--- config.mk ---
export PLATFORM = sky130hd
export DESIGN_NAME = chan_regfile
export DESIGN_NICKNAME = d
export VERILOG_FILES = /design/src/rtl/chan_regs_pkg.sv /design/src/rtl/chan_addr_decode.sv /design/src/rtl/chan_byte_lanes.sv /design/src/rtl/chan_reg_core.sv /design/src/rtl/chan_regfile.sv
export SDC_FILE = /design/constraint.sdc
export NUM_CORES = 1
export LEC_CHECK = 0
export BUFFER_PORTS_ARGS = -buffer_cell sky130_fd_sc_hd__clkbuf_2
export CAP_MARGIN = 20
export CORE_UTILIZATION = 55
export CTS_BUF_LIST = sky130_fd_sc_hd__clkbuf_8
export CTS_CLUSTER_SIZE = 16
export DETAILED_ROUTE_END_ITERATION = 16
export GPL_TIMING_DRIVEN = 0
export PLACE_DENSITY = 0.84
export SETUP_SLACK_MARGIN = 0.1
export SYNTH_ARGS = -nofsm -noshare
export SYNTH_HDL_FRONTEND = slang
export SYNTH_SLANG_ARGS = --single-unit
--- constraint.sdc ---
create_clock -name clk -period 2.5 [get_ports clk]
set_clock_uncertainty 0.2 [all_clocks]
set_input_delay 0 -clock clk [delete_from_list [all_inputs] [get_ports clk]]
set_output_delay 0 -clock clk [all_outputs]
set_load 0.03 [all_outputs]
--- src/rtl/chan_regs_pkg.sv ---
package chan_regs_pkg;
  localparam int DW = 16;

  typedef enum logic [3:0] {
    SEL_NONE, SEL_CS1, SEL_WC, SEL_BA, SEL_CS2,
    SEL_DB, SEL_AE, SEL_CS3, SEL_EXT
  } sel_e;

  localparam int B_GO     = 0;
  localparam int B_CLR    = 5;
  localparam int B_IE     = 6;
  localparam int B_DONE   = 7;
  localparam int B_PGE    = 10;
  localparam int B_ERRCLR = 14;
  localparam int AE_W     = 6;
  localparam int IPCK_W   = 4;
  localparam logic [4:0]  XFER_MIN   = 5'd20;
  localparam logic [15:0] CS2_WMASK  = 16'h221F;
  localparam logic [15:0] CS2_RDYSET = 16'h00C0;
endpackage

--- src/rtl/chan_addr_decode.sv ---
module chan_addr_decode
  import chan_regs_pkg::*;
#(
  parameter int WIN_WORDS = 22,
  parameter int XREG_W    = 5,
  localparam int OFS_W    = $clog2(WIN_WORDS)
) (
  input  logic [OFS_W-1:0]  word_ofs,
  input  logic              ext_mode,
  output sel_e              sel,
  output logic [XREG_W-1:0] xreg
);
  always_comb begin
    int unsigned w;
    w    = 32'(word_ofs);
    sel  = SEL_NONE;
    xreg = '0;
    if (w < 32'(WIN_WORDS)) begin
      if (w >= 32'(WIN_WORDS - 2)) begin
        if (ext_mode) sel = (w == 32'(WIN_WORDS - 2)) ? SEL_AE : SEL_CS3;
      end else begin
        case (w)
          0:  sel = SEL_CS1;
          1:  sel = SEL_WC;
          2:  sel = SEL_BA;
          4:  sel = SEL_CS2;
          9:  sel = SEL_DB;
          3:  begin sel = SEL_EXT; xreg = XREG_W'(5); end
          5:  begin sel = SEL_EXT; xreg = XREG_W'(1); end
          6:  begin sel = SEL_EXT; xreg = XREG_W'(2); end
          7:  begin sel = SEL_EXT; xreg = XREG_W'(4); end
          8:  begin sel = SEL_EXT; xreg = XREG_W'(7); end
          10: begin sel = SEL_EXT; xreg = XREG_W'(3); end
          11: begin sel = SEL_EXT; xreg = XREG_W'(6); end
          default: begin sel = SEL_EXT; xreg = XREG_W'(w - 4); end
        endcase
      end
    end
  end
endmodule

--- src/rtl/chan_byte_lanes.sv ---
module chan_byte_lanes
  import chan_regs_pkg::*;
(
  input  logic [DW-1:0] cur,
  input  logic [DW-1:0] wdata,
  input  logic          wbyte,
  input  logic          odd,
  output logic [DW-1:0] wval,
  output logic [DW-1:0] merged,
  output logic [1:0]    lane_en
);
  always_comb begin
    if (!wbyte)   wval = wdata;
    else if (odd) wval = {wdata[7:0], 8'h00};
    else          wval = {8'h00, wdata[7:0]};
  end

  for (genvar g = 0; g < 2; g++) begin : g_lane
    assign lane_en[g] = !wbyte || (g == 1 ? odd : !odd);
    assign merged[g*8 +: 8] = lane_en[g] ? wval[g*8 +: 8] : cur[g*8 +: 8];
  end
endmodule

--- src/rtl/chan_reg_core.sv ---
module chan_reg_core
  import chan_regs_pkg::*;
(
  input  logic          clk,
  input  logic          rst,
  input  logic          wr_en,
  input  sel_e          sel,
  input  logic          wbyte,
  input  logic          odd,
  input  logic [DW-1:0] wdata,
  output logic [DW-1:0] loc_rdata,
  output logic [DW-1:0] wval,
  output logic          cs1_fwd_ok
);
  logic            ie1_q, ie3_q, done_q;
  logic [1:0]      ext_q;
  logic [DW-1:0]   wc_q, ba_q, cs2_q, db_q;
  logic [AE_W-1:0] ae_q;
  logic [IPCK_W-1:0] ipck_q;

  logic [DW-1:0] cur, merged;
  logic [1:0]    lane_en;
  logic          xfer, clr_now, tre;

  always_comb begin
    case (sel)
      SEL_WC:  cur = wc_q;
      SEL_BA:  cur = ba_q;
      SEL_CS2: cur = cs2_q;
      SEL_DB:  cur = db_q;
      default: cur = '0;
    endcase
  end

  chan_byte_lanes i_lanes (
    .cur(cur), .wdata(wdata), .wbyte(wbyte), .odd(odd),
    .wval(wval), .merged(merged), .lane_en(lane_en)
  );

  assign xfer       = wval[B_GO] && (wval[5:1] >= XFER_MIN);
  assign clr_now    = wr_en && (sel == SEL_CS2) && merged[B_CLR];
  assign tre        = |cs2_q[15:8];
  assign cs1_fwd_ok = lane_en[0] && !(xfer && !done_q);

  always_ff @(posedge clk) begin
    if (rst || clr_now) begin
      ie1_q  <= 1'b0;
      ie3_q  <= 1'b0;
      done_q <= 1'b1;
      ext_q  <= '0;
      wc_q   <= '0;
      ba_q   <= '0;
      cs2_q  <= '0;
      db_q   <= '0;
      ae_q   <= '0;
      ipck_q <= '0;
    end else if (wr_en) begin
      case (sel)
        SEL_CS1: begin
          if (wval[B_ERRCLR]) cs2_q[15:8] <= '0;
          if (lane_en[1] && done_q) begin
            ext_q     <= wval[9:8];
            ae_q[1:0] <= wval[9:8];
          end
          if (lane_en[0]) begin
            ie1_q <= wval[B_IE];
            ie3_q <= wval[B_IE];
            if (xfer) begin
              if (!done_q) cs2_q[B_PGE] <= 1'b1;
              else begin
                done_q      <= 1'b0;
                cs2_q[15:8] <= '0;
              end
            end
          end
        end
        SEL_WC:  wc_q <= merged;
        SEL_BA:  ba_q <= merged & 16'hFFFE;
        SEL_DB:  db_q <= merged;
        SEL_CS2: cs2_q <= (cs2_q & ~CS2_WMASK) | (merged & CS2_WMASK);
        SEL_AE: if (lane_en[0]) begin
          ae_q  <= wval[AE_W-1:0];
          ext_q <= wval[1:0];
        end
        SEL_CS3: if (lane_en[0]) begin
          ipck_q <= wval[IPCK_W-1:0];
          ie1_q  <= wval[B_IE];
          ie3_q  <= wval[B_IE];
        end
        default: ;
      endcase
    end
  end

  always_comb begin
    case (sel)
      SEL_CS1: loc_rdata = {tre, tre, 4'b0, ext_q, done_q, ie1_q, 6'b0};
      SEL_WC:  loc_rdata = wc_q;
      SEL_BA:  loc_rdata = {ba_q[15:1], 1'b0};
      SEL_CS2: loc_rdata = (cs2_q & ~16'h0020) | CS2_RDYSET;
      SEL_DB:  loc_rdata = db_q;
      SEL_AE:  loc_rdata = {{(DW-AE_W){1'b0}}, ae_q};
      SEL_CS3: loc_rdata = {9'b0, ie3_q, 2'b0, ipck_q};
      default: loc_rdata = '0;
    endcase
  end

  // both copies of interrupt enable agree
  p_ie_mirror_r9: assert property (@(posedge clk) disable iff (rst)
    ie1_q == ie3_q);
  // extension bits agree between the two registers
  p_ext_mirror_r10: assert property (@(posedge clk) disable iff (rst)
    ext_q == ae_q[1:0]);
  // primary-status writes cannot move the extension bits while DONE is clear
  p_ext_lock_r10: assert property (@(posedge clk) disable iff (rst)
    (wr_en && sel == SEL_CS1 && !done_q) |=> $stable(ext_q));
  // transfer start while busy raises program error
  p_pge_r12: assert property (@(posedge clk) disable iff (rst)
    (wr_en && sel == SEL_CS1 && lane_en[0] && xfer && !done_q) |=> cs2_q[B_PGE]);
  // accepted transfer start drops DONE
  p_done_clr_r12: assert property (@(posedge clk) disable iff (rst)
    (wr_en && sel == SEL_CS1 && lane_en[0] && xfer && done_q) |=> !done_q);
endmodule

--- src/rtl/chan_regfile.sv ---
module chan_regfile
  import chan_regs_pkg::*;
#(
  parameter int WIN_WORDS = 22,
  parameter int XREG_W    = 5,
  localparam int OFS_W    = $clog2(WIN_WORDS),
  localparam int ADDR_W   = OFS_W + 1
) (
  input  logic              clk,
  input  logic              rst,
  input  logic              ext_mode,
  input  logic              req_valid,
  input  logic              req_write,
  input  logic              req_byte,
  input  logic [ADDR_W-1:0] req_addr,
  input  logic [15:0]       req_wdata,
  output logic              rsp_valid,
  output logic              rsp_err,
  output logic [15:0]       rsp_rdata,
  output logic              fwd_valid,
  output logic              fwd_write,
  output logic [XREG_W-1:0] fwd_reg,
  output logic [15:0]       fwd_wdata,
  input  logic [15:0]       drv_rdata
);
  sel_e              sel;
  logic [XREG_W-1:0] xreg;
  logic [DW-1:0]     loc_rdata, wval;
  logic              cs1_fwd_ok, is_local, wr_en, fwd_cs1;

  chan_addr_decode #(.WIN_WORDS(WIN_WORDS), .XREG_W(XREG_W)) i_dec (
    .word_ofs(req_addr[ADDR_W-1:1]), .ext_mode(ext_mode),
    .sel(sel), .xreg(xreg)
  );

  assign is_local = (sel != SEL_NONE) && (sel != SEL_EXT);
  assign wr_en    = req_valid && req_write && is_local;

  chan_reg_core i_core (
    .clk(clk), .rst(rst), .wr_en(wr_en), .sel(sel),
    .wbyte(req_byte), .odd(req_addr[0]), .wdata(req_wdata),
    .loc_rdata(loc_rdata), .wval(wval), .cs1_fwd_ok(cs1_fwd_ok)
  );

  assign fwd_cs1   = (sel == SEL_CS1) && (!req_write || cs1_fwd_ok);
  assign fwd_valid = req_valid && ((sel == SEL_EXT) || fwd_cs1);
  assign fwd_write = req_write;
  assign fwd_reg   = (sel == SEL_EXT) ? xreg : '0;
  assign fwd_wdata = (sel == SEL_EXT) ? wval : {10'b0, wval[5:0]};

  always_ff @(posedge clk) begin
    if (rst) begin
      rsp_valid <= 1'b0;
      rsp_err   <= 1'b0;
      rsp_rdata <= '0;
    end else begin
      rsp_valid <= req_valid;
      rsp_err   <= req_valid && (sel == SEL_NONE);
      if (!req_valid || req_write || sel == SEL_NONE) rsp_rdata <= '0;
      else if (sel == SEL_EXT)                       rsp_rdata <= drv_rdata;
      else if (sel == SEL_CS1)                       rsp_rdata <= loc_rdata | {10'b0, drv_rdata[5:0]};
      else                                           rsp_rdata <= loc_rdata;
    end
  end

  // every request is answered next cycle
  p_rsp_lat_r13: assert property (@(posedge clk) disable iff (rst)
    req_valid |=> rsp_valid);
  // non-existent address answers with an error
  p_err_rsp_r3: assert property (@(posedge clk) disable iff (rst)
    (req_valid && sel == SEL_NONE) |=> rsp_err);
  // non-existent address never reaches the drive
  p_err_nofwd_r3: assert property (@(posedge clk) disable iff (rst)
    (req_valid && sel == SEL_NONE) |-> !fwd_valid);
  // only drive-side offsets carry a nonzero drive register number
  p_fwd_reg_r2: assert property (@(posedge clk) disable iff (rst)
    (fwd_valid && sel != SEL_EXT) |-> (fwd_reg == '0));
endmodule

==> impl_metrics.tcl, run 1 <==
set metrics [dict create \
    gp_congestion 0.885 \
    firstDrtPassIters 8 \
    p_leak_nw 2.39 \
    rsz0062_at_grt "true" \
    min_path_cells 4 \
    antenna_found_initial 0 \
    worst_pin_slew_ns 0.848 \
    ys_seq_elements 90 \
    cts-root-buf "clkbuf_8" \
    start_util_pct 56.8 \
    pin_count 85 \
    period_share_pct 94.0 \
    dieArea_mm2 0.00939 \
    core_mm2 0.00872 \
    final_nets 717 \
    drc 0 \
    async_reset_ff_share_pct 0 \
    syn_area_mm2 0.00495 \
    clk_latency_ns 0.36 \
    dp.final_hpwl_um 11500 \
    synth_nets 581 \
    grt_start_max_net_pins 17 \
    synthMuxAreaShare_pct 3.49 \
    worstHoldStart "req_wdata[12]" \
    avgRoutedWirePerCell_um 21.4 \
    synth_cells 533 \
    min_period_ns 2.35 \
    final-hold-violation-count 0 \
    hold_class "primary input to flop" \
    synthAdderAreaFrac_pct 1.01 \
    synth_compound_area_share_pct 32.7 \
    drt_iter0_drc 517 \
    cp-end-kind "flop" \
    ys.flop_type "dfxtp_1" \
    slew_headroom_pct 43.2 \
    worstSetupPathType "primary input to flop" \
    std_cell_rows 34 \
    yosysUniqueCellTypes 75 \
    grt_pass1_wl_um 25600 \
    synth_top_family_by_area "compound AO/OA/AOI/OAI gates" \
    finalSetupViolCount 0 \
    clkTransAtPathRegs_ns 0.09 \
    overflow 0 \
    required_ns 2.58 \
    vias 4999 \
    die_y_um 96.9 \
    synth-edff-count 0 \
    final_common_cell "dfxtp_1" \
    synth_seq_area_share_pct 36.4 \
    drv_slew 0 \
    timing.max_cap.violations 0 \
    cts-htree-levels 3 \
    drive_gt1_share_pct 34.9 \
    avgSynthCellArea_um2 9.29 \
    vdd_ir_drop_max_uv 284 \
    rrSetupSlack_ns 0.47 \
    postRouteAntennaNets 0 \
    hold_end "i_core.ba_q[12]" \
    r2r-start "i_core.cs2_q[13]" \
    via_per_inst 6.39 \
    cts_buffer_depth 2 \
    critPathArrivalTime_ns 2.43 \
    fmax_mhz 425 \
    finalPower_mw 3.06 \
    worstRegToRegCells 6 \
    cts_tree "done" \
    grt.total_usage_pct 34.9 \
    timing.rr.end "i_core.cs2_q[13]" \
    synth_area_leaders "dfxtp_1 (36%), a211oi_2 (12%), nor2_1 (6.8%), a21oi_1 (3.0%), mux2i_1 (3.0%)" \
    mostFrequentLayoutCells "dfxtp_1 (90), clkbuf_2 (87), nor2_1 (87)" \
    cts_made_buffers 9 \
    outcome "finished clean" \
    fin_worst_hold_slack_ns 0.0183 \
    power_density_mw_per_mm2 499 \
    synth-simple-area-share_pct 18.7 \
    numPortBuffers 83 \
    yosysTopAreaCellShare_pct 36.4 \
    crit_fanout 10 \
    startpoint_type "primary input" \
    diodes 0 \
    die_w_um 96.9 \
    wl_um 16800 \
    yosys.area_share.xor_xnor_pct 0.177 \
    cts.sinks 90 \
    synth_top_cell_by_area "dfxtp_1" \
    ys_warn_count 0 \
    grt_pass1_vias 4865 \
    utilization_pct 70.4 \
    syn2layout_area_growth_pct 24.0 \
]
==> area by class of cell <==
type                    instances  area [um2]
multi-input cells             383        2810
fillers                       614        2580
flip-flops and latches         90        1800
repair buffers                125         806
plain buffers                  48         333
clock buffers                  10         138
well taps                     108         135
clock inverters                 6        71.3
inverters                      12        45.0
==> Yosys cell counts (all sizes together) (2+ instances only) <==
master	n
a21boi	8
o21a	10
mux2i	15
o22ai	2
a21o	2
nand3	2
a211oi	55
nor3	6
a22oi	8
nor2b	3
nand3b	7
and3	11
o211a	2
o211ai	9
nor4	5
ha	4
and2	8
or4	2
nor4b	4
o31ai	2
clkbuf	9
mux2	2
a2bb2oi	6
and2b	2
nand2	28
a31oi	9
buf	39
nand2b	4
inv	11
a22o	3
a222oi	14
a21oi	30
nor3b	3
o21ai	10
dfxtp	90
nor2	91
==> sequential cells by signal (all words and copies together), names as in the netlist <==
name and count:
i_core.ae_q 6, i_core.ipck_q 4, rsp_err 1, i_core.db_q 16, i_core.done_q 1, i_core.wc_q 16
rsp_rdata 16, i_core.ba_q 15, i_core.cs2_q 13, rsp_valid 1, i_core.ie1_q 1
==> power by group <==
part / total (mW) / switching [mW] / internal (mW) / leakage, nW
combinational: 0.541 / 0.350 / 0.192 / 1.56
clock: 1.08 / 0.575 / 0.503 / 0.105
sequential: 1.45 / 0.00386 / 1.44 / 0.726
==> worst max-delay path, cell delays in order <==
cell,delay (ns)
clkbuf_2,0.16
inv_1,0.10
ha_2,0.24
buf_4,0.19
and2b_4,0.19
a21boi_2,0.38
o21a_2,0.23
buf_6,0.17
a222oi_1,0.10
buf_4,0.17
o21a_1,0.23
a211oi_2,0.25
==> worst max-delay path by stage <==
stage	start	end	slack (ns)	cells past startpoint
after floorplan	req_addr[3]	i_core.wc_q[11]	0.36	11
final	req_addr[3]	i_core.wc_q[0]	0.15	12
after global placement	req_addr[3]	i_core.db_q[6]	-0.27	11
after CTS	req_addr[3]	i_core.wc_q[7]	0.11	11
after detailed placement	req_addr[3]	i_core.db_q[6]	-0.34	11
after global routing	req_addr[3]	i_core.ba_q[8]	0.06	10
==> per-stage QoR <==
stage | area [um2] | instances | worst slack, ns | TNS, ns
final | 6140 | 782 | 0.150 | 0
after global routing | 6140 | 782 | 0.0640 | 0
after CTS | 6040 | 772 | 0.113 | 0
after detailed placement | 5500 | 724 | -0.338 | -15.46
after global placement | 5500 | 724 | -0.270 | -11.55
after floorplan | 4950 | 533 | 0.361 | 0
==> logic make-up (layout without fill, tap and decap cells) <==
group,Yosys count,after routing
AOI/OAI and AO/OA,182,182
xor gates and xnor gates,1,1
adders and majority gates,4,4
buffers and inverters,60,201
DFF,90,90
muxes,17,17
and+or+nand+nor,179,179
==> metal layers <==
layer | track usage [%] | up-vias | wire [um]
met5 | 0 | - | 0
met4 | 18.4 | 0 | 809
met3 | 7.44 | 80 | 1350
met2 | 57.0 | 312 | 8010
met1 | 42.9 | 2365 | 6580
li1 | - | 2242 | -
==> what timing repair did <==
item	in CTS	in global routing
buffers inserted	2	8
resized for setup	5	13
hold buffers	30	1
pin swaps	1	7
hold endpoints to repair	43	2
setup endpoints to repair	16	80
Power figures use the tool's default switching activity.
==> inputs of run 2 (changes only) <==
--- a/config.mk
+++ b/config.mk
@@ -7,12 +7,13 @@
 export LEC_CHECK = 0
 export BUFFER_PORTS_ARGS = -buffer_cell sky130_fd_sc_hd__clkbuf_2
 export CAP_MARGIN = 20
-export CORE_UTILIZATION = 55
+export CORE_UTILIZATION = 35
 export CTS_BUF_LIST = sky130_fd_sc_hd__clkbuf_8
 export CTS_CLUSTER_SIZE = 16
 export DETAILED_ROUTE_END_ITERATION = 16
 export GPL_TIMING_DRIVEN = 0
-export PLACE_DENSITY = 0.84
+export PLACE_DENSITY = 0.6
+export REMOVE_ABC_BUFFERS = 1
 export SETUP_SLACK_MARGIN = 0.1
 export SYNTH_ARGS = -nofsm -noshare
 export SYNTH_HDL_FRONTEND = slang
==> impl_metrics.tcl, run 2 (synthesized netlist as in run 1, its figures left out) <==
set metrics [dict create \
    sw_frac_of_total_pct 28.5 \
    setup_tns_ns 0 \
    fin_ws_ns 0.129 \
    multi_input_area_mm2 0.00288 \
    cts-root-buf "clkbuf_8" \
    die_w_um 121 \
    final-hold-violation-count 0 \
    dpl_cell_area_mm2 0.00544 \
    grt_pass1_wl_um 24500 \
    grt.total_usage_pct 22.2 \
    worst_pin_slew_ns 0.890 \
    fin_area_mm2 0.00619 \
    cts_buffer_depth 2 \
    rsz0062_at_grt "true" \
    place_ws_ns -1.15 \
    vdd_ir_drop_max_uv 260 \
    cts.sinks 90 \
    vias 4734 \
    overflow 0 \
    final_nets 683 \
    min_period_ns 2.37 \
    finalPower_mw 3.12 \
    diodes 0 \
    fmax_mhz 422 \
    finalSetupViolCount 0 \
    drt_iter0_drc 407 \
    postRouteAntennaNets 0 \
    power_density_mw_per_mm2 505 \
    p_int_mw 2.23 \
    combPwrFrac_pct 16.8 \
    die_y_um 121 \
    required_ns 2.55 \
    mostFrequentLayoutCells "nor2_1 (90), dfxtp_1 (90), clkbuf_2 (83)" \
    worstSetupPathType "primary input to flop" \
    via_per_inst 5.77 \
    p_sw_mw 0.892 \
    timing.max_cap.violations 0 \
    num-fill-cells 1317 \
    drv_slew 0 \
    period_share_pct 94.8 \
    startpoint_type "primary input" \
    dp.final_hpwl_um 10900 \
    slew_headroom_pct 40.7 \
    antenna_found_initial 0 \
    cts_tree "done" \
    critPathArrivalTime_ns 2.43 \
    drc 0 \
    pin_count 85 \
    seqCellArea_mm2 0.00180 \
    clkPwrFrac_pct 36.9 \
    firstDrtPassIters 5 \
    clk_latency_ns 0.38 \
    p_seq_share_pct 46.2 \
    hold_class "primary input to flop" \
    start_util_pct 35.8 \
    cts_made_buffers 9 \
    worstRegToRegCells 5 \
    drive_gt1_share_pct 32.3 \
    syn2layout_area_growth_pct 25.0 \
    outcome "finished clean" \
    largestRegisters "i_core.db_q x16, i_core.wc_q x16, rsp_rdata x16" \
    grt_start_max_net_pins 34 \
    cts-htree-levels 3 \
    wl_um 16100 \
    grt_pass1_vias 4541 \
    cp-end-kind "flop" \
    min_path_cells 3 \
    crit_fanout 33 \
    clkTransAtPathRegs_ns 0.09 \
    std_cell_rows 43 \
    dieArea_mm2 0.0146 \
    core_mm2 0.0138 \
    avgRoutedWirePerCell_um 19.6 \
    numPortBuffers 84 \
    p_leak_nw 2.31 \
    gp_congestion 0.871 \
    utilization_pct 44.8 \
]
==> run 2: cell count changes in the layout (fill, tap and decap cells not counted), moves of 4 or more <==
cell	delta
buf_2	-17
buf_6	-9
clkbuf_1	-5
a21boi_2	-4
buf_4	-9
clkbuf_2	-4
==> run 2: path summary, 6_finish.rpt <==
path	to	slack, ns	start
hold / removal	rsp_err	0.006	req_addr[5]
hold reg to reg	i_core.ba_q[2]	0.31	i_core.ba_q[2]
setup reg to reg	i_core.cs2_q[9]	0.58	i_core.wc_q[5]
setup / recovery	i_core.cs2_q[9]	0.13	req_addr[3]
==> run 2: timing repair <==
action / CTS / global route
setup buffers: 10 / 3
resized for setup: 12 / 9
gates cloned: 2 / 0
pin swaps: 8 / 3
hold buffers: 31 / 0
setup endpoints to repair: 79 / 51
endpoints found under the hold margin: 45 / 0
==> run 2: layer usage <==
layer / global-route usage [%] / up-vias / part of all wire (%)
met2: 33.9 / 235 / 44
li1: - / 2197 / -
met1: 30.1 / 2263 / 44
met3: 3.76 / 39 / 8.6
met5: 0 / - / 0
met4: 11.2 / 0 / 3.2
==> run 2: cell type report <==
cell class,count,share of cell area [%]
Inverter,12,0.728
Tap cell,180,3.64
Multi-Input combinational cell,385,46.6
Clock buffer,11,2.45
Sequential cell,90,29.1
Timing Repair Buffer,137,16.2
Clock inverter,5,1.25
==> run 2: worst max-delay path: stages <==
cell      delay [ns]
clkbuf_2        0.14
inv_2           0.11
ha_4            0.25
nor4bb_4        0.44
buf_8           0.24
a32o_2          0.16
nor2_1          0.06
a22oi_2         0.36
a21o_4          0.50
o22ai_1         0.16
==> run 2: through the flow <==
step | std cells | hold slack (ns)
final | 820 | 0.00616
after global routing | 820 | 0.0286
after CTS | 816 | 0.0000117
after detailed placement | 757 | 0.0341
after global placement | 749 | 0.0294
after floorplan | 485 | -0.200
==> run 2: power groups by stage <==
stage               logic [mW]  registers [mW]  clock network (mW)
floorplan                0.261            1.49                   0
global placement         0.436            1.48                   0
detailed placement       0.454            1.48                   0
CTS                      0.510            1.44                1.17
global route             0.555            1.45                1.23
finish                   0.525            1.44                1.15
==> inputs of run 3 (changes only) <==
--- a/config.mk
+++ b/config.mk
@@ -7,12 +7,12 @@
 export LEC_CHECK = 0
 export BUFFER_PORTS_ARGS = -buffer_cell sky130_fd_sc_hd__clkbuf_2
 export CAP_MARGIN = 20
-export CORE_UTILIZATION = 35
+export CORE_UTILIZATION = 58
 export CTS_BUF_LIST = sky130_fd_sc_hd__clkbuf_8
 export CTS_CLUSTER_SIZE = 16
 export DETAILED_ROUTE_END_ITERATION = 16
 export GPL_TIMING_DRIVEN = 0
-export PLACE_DENSITY = 0.6
+export PLACE_DENSITY = 0.88
 export REMOVE_ABC_BUFFERS = 1
 export SETUP_SLACK_MARGIN = 0.1
 export SYNTH_ARGS = -nofsm -noshare
==> impl_metrics.tcl, run 3 (synthesized netlist as in run 1, its figures left out) <==
set metrics [dict create \
    core_mm2 0.00826 \
    worst_pin_slew_ns 1.15 \
    grt_pass1_wl_um 23200 \
    rrSetupSlack_ns 0.53 \
    cpMaxStageDelayCell "a21o_4" \
    dpl_cell_area_mm2 0.00532 \
    hold_class "primary input to flop" \
    combPwrFrac_pct 16.1 \
    pin_count 85 \
    drive_gt1_share_pct 31.3 \
    avgRoutedWirePerCell_um 20.6 \
    path_cells "clkbuf_2 > inv_1 > ha_1 > inv_1 > o32ai_2 > o211ai_4 > a22oi_2 > a21o_4 > o22ai_1" \
    wl_um 15200 \
    p_leak_nw 2.26 \
    period_share_pct 98.4 \
    cp-end-kind "flop" \
    max_stage_delay_ns 0.50 \
    finalSetupViolCount 0 \
    via_per_inst 6.61 \
    die_w_um 94.4 \
    clk_latency_ns 0.38 \
    cts_tree "done" \
    cp.depth 9 \
    start_util_pct 60.0 \
    cts.sinks 90 \
    drc 0 \
    crit_path_frequent_cell "inv_1" \
    min_period_ns 2.46 \
    mostFrequentLayoutCells "nor2_1 (90), dfxtp_1 (90), clkbuf_2 (84)" \
    fin_worst_hold_slack_ns 0.00239 \
    dp.cells 681 \
    startpoint_type "primary input" \
    timing.rr.end "i_core.cs2_q[9]" \
    worstRegToRegCells 5 \
    outcome "finished clean" \
    dieArea_mm2 0.00891 \
    slew_headroom_pct 22.7 \
    fin_ws_ns 0.0388 \
    drt_iter0_drc 797 \
    globalRouteMet2Util_pct 52.5 \
    grt_start_max_net_pins 34 \
    overflow 0 \
    busiest_layer "met2" \
    utilization_pct 72.5 \
    path_buf_inv 3 \
    syn2layout_area_growth_pct 20.9 \
    fin_area_mm2 0.00599 \
    cts-root-buf "clkbuf_8" \
    finalPower_mw 3.14 \
    crit_start "req_addr[4]" \
    diodes 0 \
    cts_made_buffers 9 \
    timing.max_cap.violations 0 \
    grt_use_met1_pct 44.1 \
    rsz0062_at_grt "true" \
    clkTransAtPathRegs_ns 0.09 \
    final-hold-violation-count 0 \
    gp_congestion 0.956 \
    p_seq_share_pct 46.0 \
    largestRegisters "i_core.db_q x16, i_core.wc_q x16, rsp_rdata x16" \
    vias 4877 \
    numPortBuffers 84 \
    crit_fanout 33 \
    dp.final_hpwl_um 9580 \
    worstSetupPathType "primary input to flop" \
    vdd_ir_drop_max_uv 328 \
    clkPwrFrac_pct 37.9 \
    std_cell_rows 33 \
    p_sw_mw 0.880 \
    cts-htree-levels 3 \
    critPathArrivalTime_ns 2.51 \
    postRouteAntennaNets 0 \
    drv_slew 0 \
    die_y_um 94.4 \
    grt_pass1_vias 4609 \
    timing.critical_path.to "i_core.cs2_q[9]" \
    firstDrtPassIters 6 \
    crit_family "compound AO/OA/AOI/OAI gates" \
    r2r-start "i_core.wc_q[5]" \
    fmax_mhz 406 \
    use_met3_pct 8.70 \
    antenna_found_initial 0 \
    cts_buffer_depth 2 \
    sw_frac_of_total_pct 28.0 \
    power_density_mw_per_mm2 525 \
    fin_cells 738 \
    final_nets 677 \
    place_ws_ns -1.37 \
    grt.total_usage_pct 34.4 \
    p_int_mw 2.26 \
    setup_tns_ns 0 \
    required_ns 2.55 \
]
-- run 3: cell count changes in the layout (fill, tap and decap cells not counted), moves of 2 or more --
cell,change
buf_12,-2
clkbuf_4,-2
clkbuf_8,-2
inv_1,+2
inv_2,-2
-- run 3: per-layer routing --
layer	vias to the layer above	part of all wire, %
met2	381	44
li1	2162	-
met5	-	0
met1	2251	39
met3	83	11
met4	0	4.9
-- run 3: layout make-up --
| cell class | instances | area, um2 |
|---|---|---|
| clock buffer | 9 | 124 |
| inverter | 12 | 45.0 |
| timing repair buffer | 132 | 915 |
| multi-input combinational | 384 | 2860 |
| fill | 541 | 2270 |
| sequential | 90 | 1800 |
| clock inverter | 6 | 108 |
| tap | 105 | 131 |
-- run 3: worst reg2reg max path, delay by kind of cell (launching register included) --
family	cells	cell delay, ns
AND/OR/NAND/NOR	1	0.07
flip-flops	1	0.34
AO/OA/AOI/OAI	4	1.23
-- run 3: worst min-delay path by stage --
stage / endpoint / startpoint / cells after the start / slack [ns]
3_3_place_gp: rsp_rdata[11] / drv_rdata[11] / 3 / 0.02
5_1_grt: i_core.wc_q[15] / req_wdata[15] / 4 / 0.05
6_report: i_core.wc_q[15] / req_wdata[15] / 4 / 0.002
3_5_place_dp: rsp_rdata[12] / drv_rdata[12] / 3 / 0.03
4_1_cts: i_core.db_q[11] / req_wdata[11] / 4 / 0.02
2_1_floorplan: fwd_write / req_write / 0 / -0.20
-- run 3: what timing repair did --
action                     in CTS  in global routing
gates resized for setup         6                  6
hold endpoints to repair       46                  0
pin swaps                       2                  4
hold buffers                   30                  0
buffers inserted                4                  7
cloned                          1                  0
setup endpoints to repair      73                 76
-- run 3: power groups by stage --
stage | Sequential (mW) | Combinational, mW | Clock (mW)
after global placement | 1.48 | 0.421 | 0
final | 1.45 | 0.507 | 1.19
after detailed placement | 1.48 | 0.439 | 0
after global routing | 1.45 | 0.534 | 1.24
after CTS | 1.44 | 0.486 | 1.18
after floorplan | 1.49 | 0.261 | 0
